### config.mk
export PLATFORM = sky130hd
export DESIGN_NAME = sigstk_top
export DESIGN_NICKNAME = d
export VERILOG_FILES = /design/src/rtl/sigstk_pkg.sv /design/src/rtl/sigstk_detect.sv /design/src/rtl/sigstk_fifo.sv /design/src/rtl/sigstk_reader.sv /design/src/rtl/sigstk_top.sv
export SDC_FILE = /design/constraint.sdc
export NUM_CORES = 1
export LEC_CHECK = 0
export ABC_AREA = 1
export CORE_MARGIN = 4
export CORE_UTILIZATION = 66
export CTS_BUF_LIST = sky130_fd_sc_hd__clkbuf_4 sky130_fd_sc_hd__clkbuf_8
export CTS_CLUSTER_DIAMETER = 80
export DETAILED_ROUTE_END_ITERATION = 8
export DONT_BUFFER_PORTS = 1
export HOLD_SLACK_MARGIN = 0.12
export PLACE_DENSITY = 0.93
export SYNTH_ARGS = -nofsm -noshare
export SYNTH_HDL_FRONTEND = slang
export SYNTH_HIERARCHICAL = 1
export SYNTH_SLANG_ARGS = --single-unit
### constraint.sdc
create_clock -name clk -period 4.4 [get_ports clk]
set_input_delay 0.66 -clock clk [delete_from_list [all_inputs] [get_ports clk]]
set_output_delay 0.66 -clock clk [all_outputs]
set_load 0.005 [all_outputs]
### src/rtl/sigstk_pkg.sv
package sigstk_pkg;

  localparam int CH_W   = 5;
  localparam int SIG_W  = 4;
  localparam int WORD_W = 8;

  typedef struct packed {
    logic [CH_W-1:0]  ch;
    logic [SIG_W-1:0] abcd;
  } stk_entry_t;

  // channel word: id=0, more=1, pad, channel
  function automatic logic [WORD_W-1:0] chan_word(input logic [CH_W-1:0] ch);
    return {1'b0, 1'b1, 1'b0, ch};
  endfunction

  // value word: id=1, more flag, pad, A..D
  function automatic logic [WORD_W-1:0] value_word(input logic more,
                                                   input logic [SIG_W-1:0] abcd);
    return {1'b1, more, 2'b00, abcd};
  endfunction

  function automatic logic [WORD_W-1:0] empty_word();
    return value_word(1'b0, '0);
  endfunction

  // channel number legal for the current line mode
  function automatic logic chan_legal(input logic t1, input logic [CH_W-1:0] ch,
                                      input int t1_last);
    if (t1) return (ch != '0) && (int'(ch) <= t1_last);
    return 1'b1;
  endfunction

endpackage

### src/rtl/sigstk_detect.sv
module sigstk_detect
  import sigstk_pkg::*;
#(
  parameter int NCH     = 32,
  parameter int T1_LAST = 24
) (
  input  logic             t1_mode,
  input  logic             evt_valid,
  input  logic [CH_W-1:0]  evt_chan,
  input  logic [SIG_W-1:0] evt_new,
  input  logic [SIG_W-1:0] evt_cur,
  input  logic [NCH-1:0]   en_vec,
  output logic             chg,
  output logic             push_req,
  output stk_entry_t       push_ent
);

  logic legal;
  logic enabled;

  assign legal = chan_legal(t1_mode, evt_chan, T1_LAST) && (int'(evt_chan) < NCH);

  always_comb begin
    enabled = 1'b0;
    for (int i = 0; i < NCH; i++) begin
      if (int'(evt_chan) == i) enabled = en_vec[i];
    end
  end

  assign chg           = evt_valid && legal && (evt_new != evt_cur);
  assign push_req      = chg && enabled;
  assign push_ent.ch   = evt_chan;
  assign push_ent.abcd = evt_new;

endmodule

### src/rtl/sigstk_fifo.sv
module sigstk_fifo
  import sigstk_pkg::*;
#(
  parameter int DEPTH = 32,
  parameter int AW    = $clog2(DEPTH),
  parameter int OCC_W = AW + 1
) (
  input  logic             clk,
  input  logic             rst_n,
  input  logic             push_req,
  input  stk_entry_t       push_ent,
  input  logic             pop,
  output logic             push_ok,
  output logic             push_drop,
  output stk_entry_t       head,
  output logic             empty,
  output logic [OCC_W-1:0] occ
);

  localparam logic [OCC_W-1:0] FULL_CNT = OCC_W'(DEPTH);
  localparam logic [AW-1:0]    LAST_IDX = AW'(DEPTH - 1);

  stk_entry_t        mem [DEPTH];
  logic [AW-1:0]     wptr, rptr;
  logic              room;

  function automatic logic [AW-1:0] bump(input logic [AW-1:0] p);
    return (p == LAST_IDX) ? '0 : p + 1'b1;
  endfunction

  assign empty     = (occ == '0);
  assign room      = (occ < FULL_CNT) || pop;
  assign push_ok   = push_req && room;
  assign push_drop = push_req && !room;
  assign head      = mem[rptr];

  always_ff @(posedge clk) begin
    if (push_ok) mem[wptr] <= push_ent;
  end

  always_ff @(posedge clk) begin
    if (!rst_n) begin
      wptr <= '0;
      rptr <= '0;
      occ  <= '0;
    end else begin
      if (push_ok) wptr <= bump(wptr);
      if (pop)     rptr <= bump(rptr);
      occ <= occ + OCC_W'(push_ok) - OCC_W'(pop);
    end
  end

endmodule

### src/rtl/sigstk_reader.sv
module sigstk_reader
  import sigstk_pkg::*;
#(
  parameter int OCC_W = 6
) (
  input  logic              clk,
  input  logic              rst_n,
  input  logic              rd_stack,
  input  logic              empty,
  input  logic [OCC_W-1:0]  occ,
  input  stk_entry_t        head,
  output logic              pop,
  output logic [WORD_W-1:0] word
);

  logic val_phase;
  logic more;

  assign more = (occ > OCC_W'(1));
  assign pop  = rd_stack && val_phase && !empty;

  always_comb begin
    if (!val_phase) word = empty ? empty_word() : chan_word(head.ch);
    else            word = value_word(more, head.abcd);
  end

  always_ff @(posedge clk) begin
    if (!rst_n) begin
      val_phase <= 1'b0;
    end else if (rd_stack) begin
      if (val_phase)   val_phase <= 1'b0;
      else if (!empty) val_phase <= 1'b1;
    end
  end

endmodule

### src/rtl/sigstk_top.sv
module sigstk_top
  import sigstk_pkg::*;
#(
  parameter int NCH     = 32,
  parameter int DEPTH   = 32,
  parameter int T1_LAST = 24
) (
  input  logic        clk,
  input  logic        rst_n,
  input  logic        t1_mode,
  input  logic        evt_valid,
  input  logic [4:0]  evt_chan,
  input  logic [3:0]  evt_new,
  input  logic [3:0]  evt_cur,
  input  logic        mf_end,
  input  logic        host_wr,
  input  logic        host_rd,
  input  logic [2:0]  host_addr,
  input  logic [7:0]  host_wdata,
  output logic [7:0]  host_rdata,
  output logic        irq,
  output logic        upd_valid,
  output logic [4:0]  upd_chan,
  output logic [3:0]  upd_abcd
);

  localparam int AW        = $clog2(DEPTH);
  localparam int OCC_W     = AW + 1;
  localparam int NEN_REG   = NCH / 8;
  localparam int EN_AW     = $clog2(NEN_REG);
  localparam logic [2:0] ADDR_STACK = 3'd4;
  localparam logic [2:0] ADDR_STAT  = 3'd5;

  logic [NCH-1:0]    en_vec;
  logic [7:0]        en_byte [NEN_REG];
  logic              chg, push_req, push_ok, push_drop, pop, empty;
  logic              rd_stack, rd_stat;
  logic [OCC_W-1:0]  occ;
  stk_entry_t        push_ent, head;
  logic [WORD_W-1:0] stk_word;
  logic              pend, ovf;

  assign rd_stack = host_rd && (host_addr == ADDR_STACK);
  assign rd_stat  = host_rd && (host_addr == ADDR_STAT);

  for (genvar g = 0; g < NEN_REG; g++) begin : g_en
    always_ff @(posedge clk) begin
      if (!rst_n) en_byte[g] <= '0;
      else if (host_wr && (host_addr == 3'(g))) en_byte[g] <= host_wdata;
    end
    assign en_vec[g*8 +: 8] = en_byte[g];
  end

  sigstk_detect #(.NCH(NCH), .T1_LAST(T1_LAST)) u_det (
    .t1_mode  (t1_mode),
    .evt_valid(evt_valid),
    .evt_chan (evt_chan),
    .evt_new  (evt_new),
    .evt_cur  (evt_cur),
    .en_vec   (en_vec),
    .chg      (chg),
    .push_req (push_req),
    .push_ent (push_ent)
  );

  sigstk_fifo #(.DEPTH(DEPTH), .AW(AW), .OCC_W(OCC_W)) u_fifo (
    .clk      (clk),
    .rst_n    (rst_n),
    .push_req (push_req),
    .push_ent (push_ent),
    .pop      (pop),
    .push_ok  (push_ok),
    .push_drop(push_drop),
    .head     (head),
    .empty    (empty),
    .occ      (occ)
  );

  sigstk_reader #(.OCC_W(OCC_W)) u_rd (
    .clk     (clk),
    .rst_n   (rst_n),
    .rd_stack(rd_stack),
    .empty   (empty),
    .occ     (occ),
    .head    (head),
    .pop     (pop),
    .word    (stk_word)
  );

  assign upd_valid = chg;
  assign upd_chan  = evt_chan;
  assign upd_abcd  = evt_new;

  always_ff @(posedge clk) begin
    if (!rst_n) begin
      pend <= 1'b0;
      irq  <= 1'b0;
      ovf  <= 1'b0;
    end else begin
      if (mf_end)        pend <= 1'b0;
      else if (push_req) pend <= 1'b1;

      if (mf_end && (pend || push_req)) irq <= 1'b1;
      else if (rd_stat)                 irq <= 1'b0;

      if (push_drop)    ovf <= 1'b1;
      else if (rd_stat) ovf <= 1'b0;
    end
  end

  always_ff @(posedge clk) begin
    if (!rst_n) begin
      host_rdata <= '0;
    end else if (host_rd) begin
      if (int'(host_addr) < NEN_REG) host_rdata <= en_byte[host_addr[EN_AW-1:0]];
      else if (rd_stack)             host_rdata <= stk_word;
      else if (rd_stat)              host_rdata <= {6'b0, ovf, irq};
      else                           host_rdata <= '0;
    end
  end

endmodule

# After elaboration in Yosys (flattened, before gate mapping)
# Memory sizes are Yosys's and may differ from the RTL's. A register that Yosys moved wholly into a read port is not among the register bits.
# Cells that the tools add are included.
dict set report word_totals {
  ff_bits 28
  mem_bits_rw 320
  in_bits 31
  elab_cells 156
  n_memories 2
}
dict set report classes {
  add_sub_neg 4
  n_lt_le_gt_ge 4
  n_eq_ne 39
  mux 68
  n_bitwise 5
  n_reduce_logical 26
}
# name words width rd rd_ports_with_merged_regs wr line
set mem_list {}
lappend mem_list {u_fifo.mem 32 9 1 1 1 sigstk_fifo.sv:23} ;# stk_entry_t mem [DEPTH];
lappend mem_list {en_byte 4 8 5 0 4 sigstk_top.sv:35} ;# logic [7:0] en_byte [NEN_REG];
# operator count
set ops {}
lappend ops {{5-bit equality test (second input constant)} 18}
lappend ops {{8-bit 2-to-1 mux} 8}
lappend ops {{1-bit 2-to-1 mux} 55}
lappend ops {{5-bit by 4-bit equality test with 1-bit output (second input constant)} 8}
lappend ops {{5-bit by 3-bit equality test with 1-bit output (second input constant)} 4}
lappend ops {{5-bit 2-to-1 mux} 4}
lappend ops {{1-bit logical AND} 15}
lappend ops {{5-bit by 1-bit adder with 5-bit output (second input constant)} 2}
lappend ops {{5-bit by 2-bit equality test with 1-bit output (second input constant)} 2}
lappend ops {{6-bit by 1-bit adder with 6-bit output} 1}
lappend ops {{3-bit by 2-bit equality test with 1-bit output (second input constant)} 2}
lappend ops {{3-bit equality test (second input constant)} 2}
lappend ops {{6-bit by 1-bit greater-than comparator with 1-bit output (second input constant)} 1}
lappend ops {{6-bit zero test} 1}
lappend ops {{6-bit less-than comparator (second input constant)} 1}
lappend ops {{6-bit by 1-bit subtractor with 6-bit output} 1}
lappend ops {{5-bit by 1-bit equality test with 1-bit output (second input constant)} 1}
lappend ops {{5-bit <= comparator (second input constant)} 1}
lappend ops {{5-bit zero test} 1}
lappend ops {{5-bit nonzero test} 1}
lappend ops {{4-bit inequality test} 1}
lappend ops {{1-bit OR} 4}
lappend ops {{2-bit nonzero test} 2}
lappend ops {{3-bit by 1-bit equality test with 1-bit output (second input constant)} 1}
lappend ops {{other kinds (7)} 9}

# Longest topological paths before layout
dict set report logic_depth {
  depth_word 37
  depth_mapped 37
  depth_no_buf 36
}

# Cells and area by module
# Netlist, hierarchy kept.
# module n_inst cells_per_inst area_each_um2
set modules_own_cells {}
lappend modules_own_cells {sigstk_fifo 1 1141 12783.5}
lappend modules_own_cells {sigstk_top 1 232 2055.7}
lappend modules_own_cells {sigstk_detect 1 125 685.7}
lappend modules_own_cells {sigstk_reader 1 29 173.9}

# Least setup slack after synthesis
# OpenSTA, ideal clock, no wires.
dict set report synth_path {
  path_kind {input port to flip-flop}
  startpoint {input evt_chan[0]}
  endpoint {register u_fifo.occ[4]}
  setup_time_ns 0.070
  arrival_ns 3.739
  required_ns 4.330
  setup_slack_ns 0.591
  stages 36
  n_path_buf 1
  cell_sequence {buf_6 -> nor2_2 -> nand3_1 -> nor2_1 -> nor2_1 -> nand2_1 -> nand2_1 -> nand3_1 -> nand2_1 -> nand3_1 -> nand2_1 -> nand4_1 -> nand2_1 -> nand2_1 -> nand2_1 -> nand2_1 -> nand2_1 -> nand4_1 -> nand2_1 -> nand2_1 -> nand2_1 -> nand2_1 -> nand2_1 -> nand2_1 -> nand2_1 -> nand3_1 -> nand2_1 -> a21oi_1 -> nand2_1 -> inv_2 -> ha_1 -> inv_1 -> fa_1 -> o31ai_1 -> o21ai_0 -> a21oi_1}
}
dict set report synth_between {
  elab_chain_len 37
  elab_cells_between_ends 75
  cone_classes {2 x add/sub; 1 x order compare; 31 x eq/ne; 34 x mux; 7 x reduce/logical}
}
# element line
set synth_rtl {}
lappend synth_rtl {{from (decl)} sigstk_top.sv:12} ;# input logic [4:0] evt_chan,
lappend synth_rtl {{5-bit zero test} sigstk_detect.sv:26} ;# if (int'(evt_chan) == i) enabled = en_vec[i];
lappend synth_rtl {{1-bit 2-to-1 mux (32 in series)} sigstk_detect.sv:26}
lappend synth_rtl {{1-bit logical AND (*)} sigstk_detect.sv:31} ;# assign push_req = chg && enabled;
lappend synth_rtl {{via push_req} sigstk_top.sv:36} ;# logic chg, push_req, push_ok, push_drop, pop, empty;
lappend synth_rtl {{1-bit logical AND (*)} sigstk_fifo.sv:33} ;# assign push_ok = push_req && room;
lappend synth_rtl {{via push_ok} sigstk_top.sv:36}
lappend synth_rtl {{6-bit by 1-bit adder with 6-bit output (*)} sigstk_fifo.sv:49} ;# occ <= occ + OCC_W'(push_ok) - OCC_W'(pop);
lappend synth_rtl {{6-bit by 1-bit subtractor with 6-bit output (*)} sigstk_fifo.sv:49}
lappend synth_rtl {{to (signal assigned)} sigstk_fifo.sv:49}
lappend synth_rtl {{to (decl)} sigstk_fifo.sv:17} ;# output logic [OCC_W-1:0] occ
# The timed path passes the listed nets; every way through them passes the cells marked *. The select of a mux whose other input is x is not followed.
# A chain may end at the register's enable or synchronous reset.

==> results_dict.tcl <==
set metrics [dict create \
    critical_path_arrival_ns 4.21 \
    synth_seq_area_share 0.6542 \
    start_util 0.6708 \
    final-max-slew-violation-count 0 \
    path_buf_inv 2 \
    powerDensity_nw_per_um2 407.2 \
    grt_remaining_overflow 0 \
    fin_crit_ns 3.718 \
    synth_most_common_cell "nand2_1" \
    post_cts_buffers 0 \
    cts.root.buffer_cell "clkbuf_8" \
    ant_nets 0 \
    synth-xor-area-share 0.002790 \
    cap_violations 0 \
    fill_cells 1467 \
    drive_above_1_share 0.1094 \
    die_y_um 162.2 \
    min_path_type "input port to flip-flop" \
    yosysTopAreaCellShare 0.6121 \
    drc_errors 0 \
    cp_top_family "simple AND/OR/NAND/NOR gates" \
    antenna_found_initial 0 \
    grt_pass1_wl_mm 59.04 \
    routed_wl_mm 38.08 \
    worst_setup_path_end_kind "flip-flop" \
    cpMostUsedCell "nand2_1" \
    setup_viol 0 \
    syn_nets 1574 \
    drt_iter0_markers 1753 \
    yosys.area.top_type "edfxtp_1" \
    crit_required_ns 4.90 \
    ys.flop_type "edfxtp_1" \
    crit_fanout 7 \
    final.period_utilization 0.8451 \
    power_w 0.006912 \
    grt_max_degree 96 \
    antennaDiodeCount 0 \
    grt_pass1_vias 11330 \
    outcome "finished, final reports clean" \
    postCtsResizedCells 0 \
    dr.pass1.iters 6 \
    rsz0062_at_grt "no" \
    synthTopCellsByArea "edfxtp_1, nand2_1, nand3_1" \
    crit_path_max_incr_delay_ns 0.44 \
    ys_warn_count 6 \
    cts_tree "built" \
    fin_util 0.7253 \
    worstSetupPathType "flip-flop to flip-flop" \
    cts_sinks 353 \
    worst_pin_slew_ns 1.035 \
    synth_seq_cells 353 \
    dp_hpwl_mm 23.21 \
    wl_per_cell_um 20.04 \
    hold_viol 0 \
    max_freq_mhz 268.9 \
    worst_path_max_delay_cell "edfxtp_1" \
    fin_tns_setup_ns 0 \
    area_delta_synth_final_pct 8.122 \
    core_um2 23400 \
    irDropWorstVdd_mv 0.3134 \
    synth_compound_area_frac 0.02311 \
    synth_top_family_by_area "simple AND/OR/NAND/NOR gates" \
    num_vias 11600 \
    cts_buffer_depth 3 \
    cts_buffers 52 \
    fin_hold_ws_ns 0.1607 \
    gp_congestion 0.9299 \
    cp-start-kind "flip-flop" \
    rows 56 \
    synthMuxAreaShare 0 \
    dieArea_um2 26320 \
    viasPerCell 6.105 \
    syn_avg_cell_area_um2 10.28 \
    fin_skew_ns 0.04150 \
    relSlewSlack 0.3090 \
    ios 50 \
    path_clk_slew_ns 0.07 \
    ys_types 46 \
    die_x_um 162.2 \
    netlist_top_cells_count "nand2_1, edfxtp_1, nand3_1, nor2_1, inv_1" \
    async_flop_share 0 \
    synthSimpleGateAreaFrac 0.2527 \
    ctsHtreeMaxLevel 2 \
    synth-edff-count 320 \
    clock_latency_ns 0.60 \
    nets 1584 \
    synth_fa_ha_area_frac 0.01323 \
    hold_buffers 0 \
    synthesis.instances 1527 \
    synth_area_um2 15700 \
    p_leak_nw 6.468 \
    io_buffer_count 0 \
    grt_use_total 0.2860 \
]
## through the flow
step                instance area, µm²  worst slack (ns)  std cells
global placement                 15890            0.3882       1802
global route                     16970            0.1986       1900
floorplan                        15700            0.5908       1527
finish                           16970            0.6816       1900
detailed placement               15890            0.3157       1802
CTS                              16970            0.7455       1900
## area by class of cell
class                      instances  area (µm²)  share of cell area
sequential                       353       10270              0.6053
multi-input combinational       1006        4584              0.2701
clock buffer                      67       853.3             0.05027
tap                              319       399.1             0.02351
timing repair buffer              43       322.8             0.01902
inverter                          81       307.8             0.01813
clock inverter                    31       231.5             0.01364
## where the power goes
group / internal (W) / leakage [nW] / switching [W]
clock network: 0.00146 / 0.568 / 0.00126
logic: 0.000136 / 2.73 / 0.000297
registers: 0.00372 / 3.17 / 0.0000447
## path summary, 6_finish.rpt
check,cells past startpoint,startpoint,slack [ns],end
worst max-delay path,34,en_byte[0][1]$_SDFFCE_PN0P_,0.68,u_fifo/occ[4]$_SDFF_PN0_
worst min-delay path,0,evt_chan[2],0.16,u_fifo/mem[7][6]$_DFFE_PP_
worst min register to register,2,pend$_SDFFE_PP0P_,0.49,pend$_SDFFE_PP0P_
worst max register to register,34,en_byte[0][1]$_SDFFCE_PN0P_,0.68,u_fifo/occ[4]$_SDFF_PN0_
## cell families (layout without fill, tap and decap cells)
group,after synthesis,after routing
xor+xnor,5,5
other cells,1,1
buf+inv,168,222
fa+ha+maj,16,16
compound gates,57,57
flops,353,353
simple gates,927,927
## placed cells by master, fill, tap and decap left out, types with 2 or more instances in the layout
cell type  Yosys  layout
a21oi_2        6       6
clkbuf_8       0      56
nor3_1        14      14
edfxtp_1     320     320
a21oi_1       18      18
nor2_2         6       6
nand2_1      542     542
nor2_1        84      84
o2111ai_1      4       4
o21ai_2        4       4
inv_2         15      15
buf_4         28      43
or2_2          2       2
nor2_4         3       3
xnor2_1        4       4
nand3_1      239     239
ha_1          15      15
dfxtp_1       33      31
inv_1         61      61
bufinv_16      0       3
nand4_1       23      23
clkinv_2       1       9
nand3b_1       2       2
clkinv_1       3      19
nand3_2        4       4
o21ai_0       18      18
or3_1          2       2
clkbuf_4       0      11
## registers in the layout (all words and copies together), names as in the netlist, named ones only
signal,flops
u_fifo/occ,6
u_rd/val_phase,1
host_rdata,8
en_byte,32
ovf,1
u_fifo/wptr,5
u_fifo/mem,288
u_fifo/rptr,5
pend,1
irq,1
## worst reg2reg max path: cells and delay by family (launching register included)
| family | cells | cell delay [ns] |
|---|---|---|
| AO/OA/AOI/OAI | 4 | 0.73 |
| AND/OR/NAND/NOR | 26 | 1.59 |
| adder cells (fa/ha/maj) | 2 | 0.67 |
| flip-flops | 1 | 0.44 |
| buffers and inverters | 2 | 0.23 |
## per-layer routing
layer | up-vias | routed length [µm] | global-route usage
met3 | 157 | 3852 | 0.05430
met1 | 5416 | 13770 | 0.3594
li1 | 5211 | - | -
met5 | - | 0 | 0
met4 | 0 | 1581 | 0.1207
met2 | 816 | 18880 | 0.4905
No activity file was read; power rests on OpenSTA's default activity.
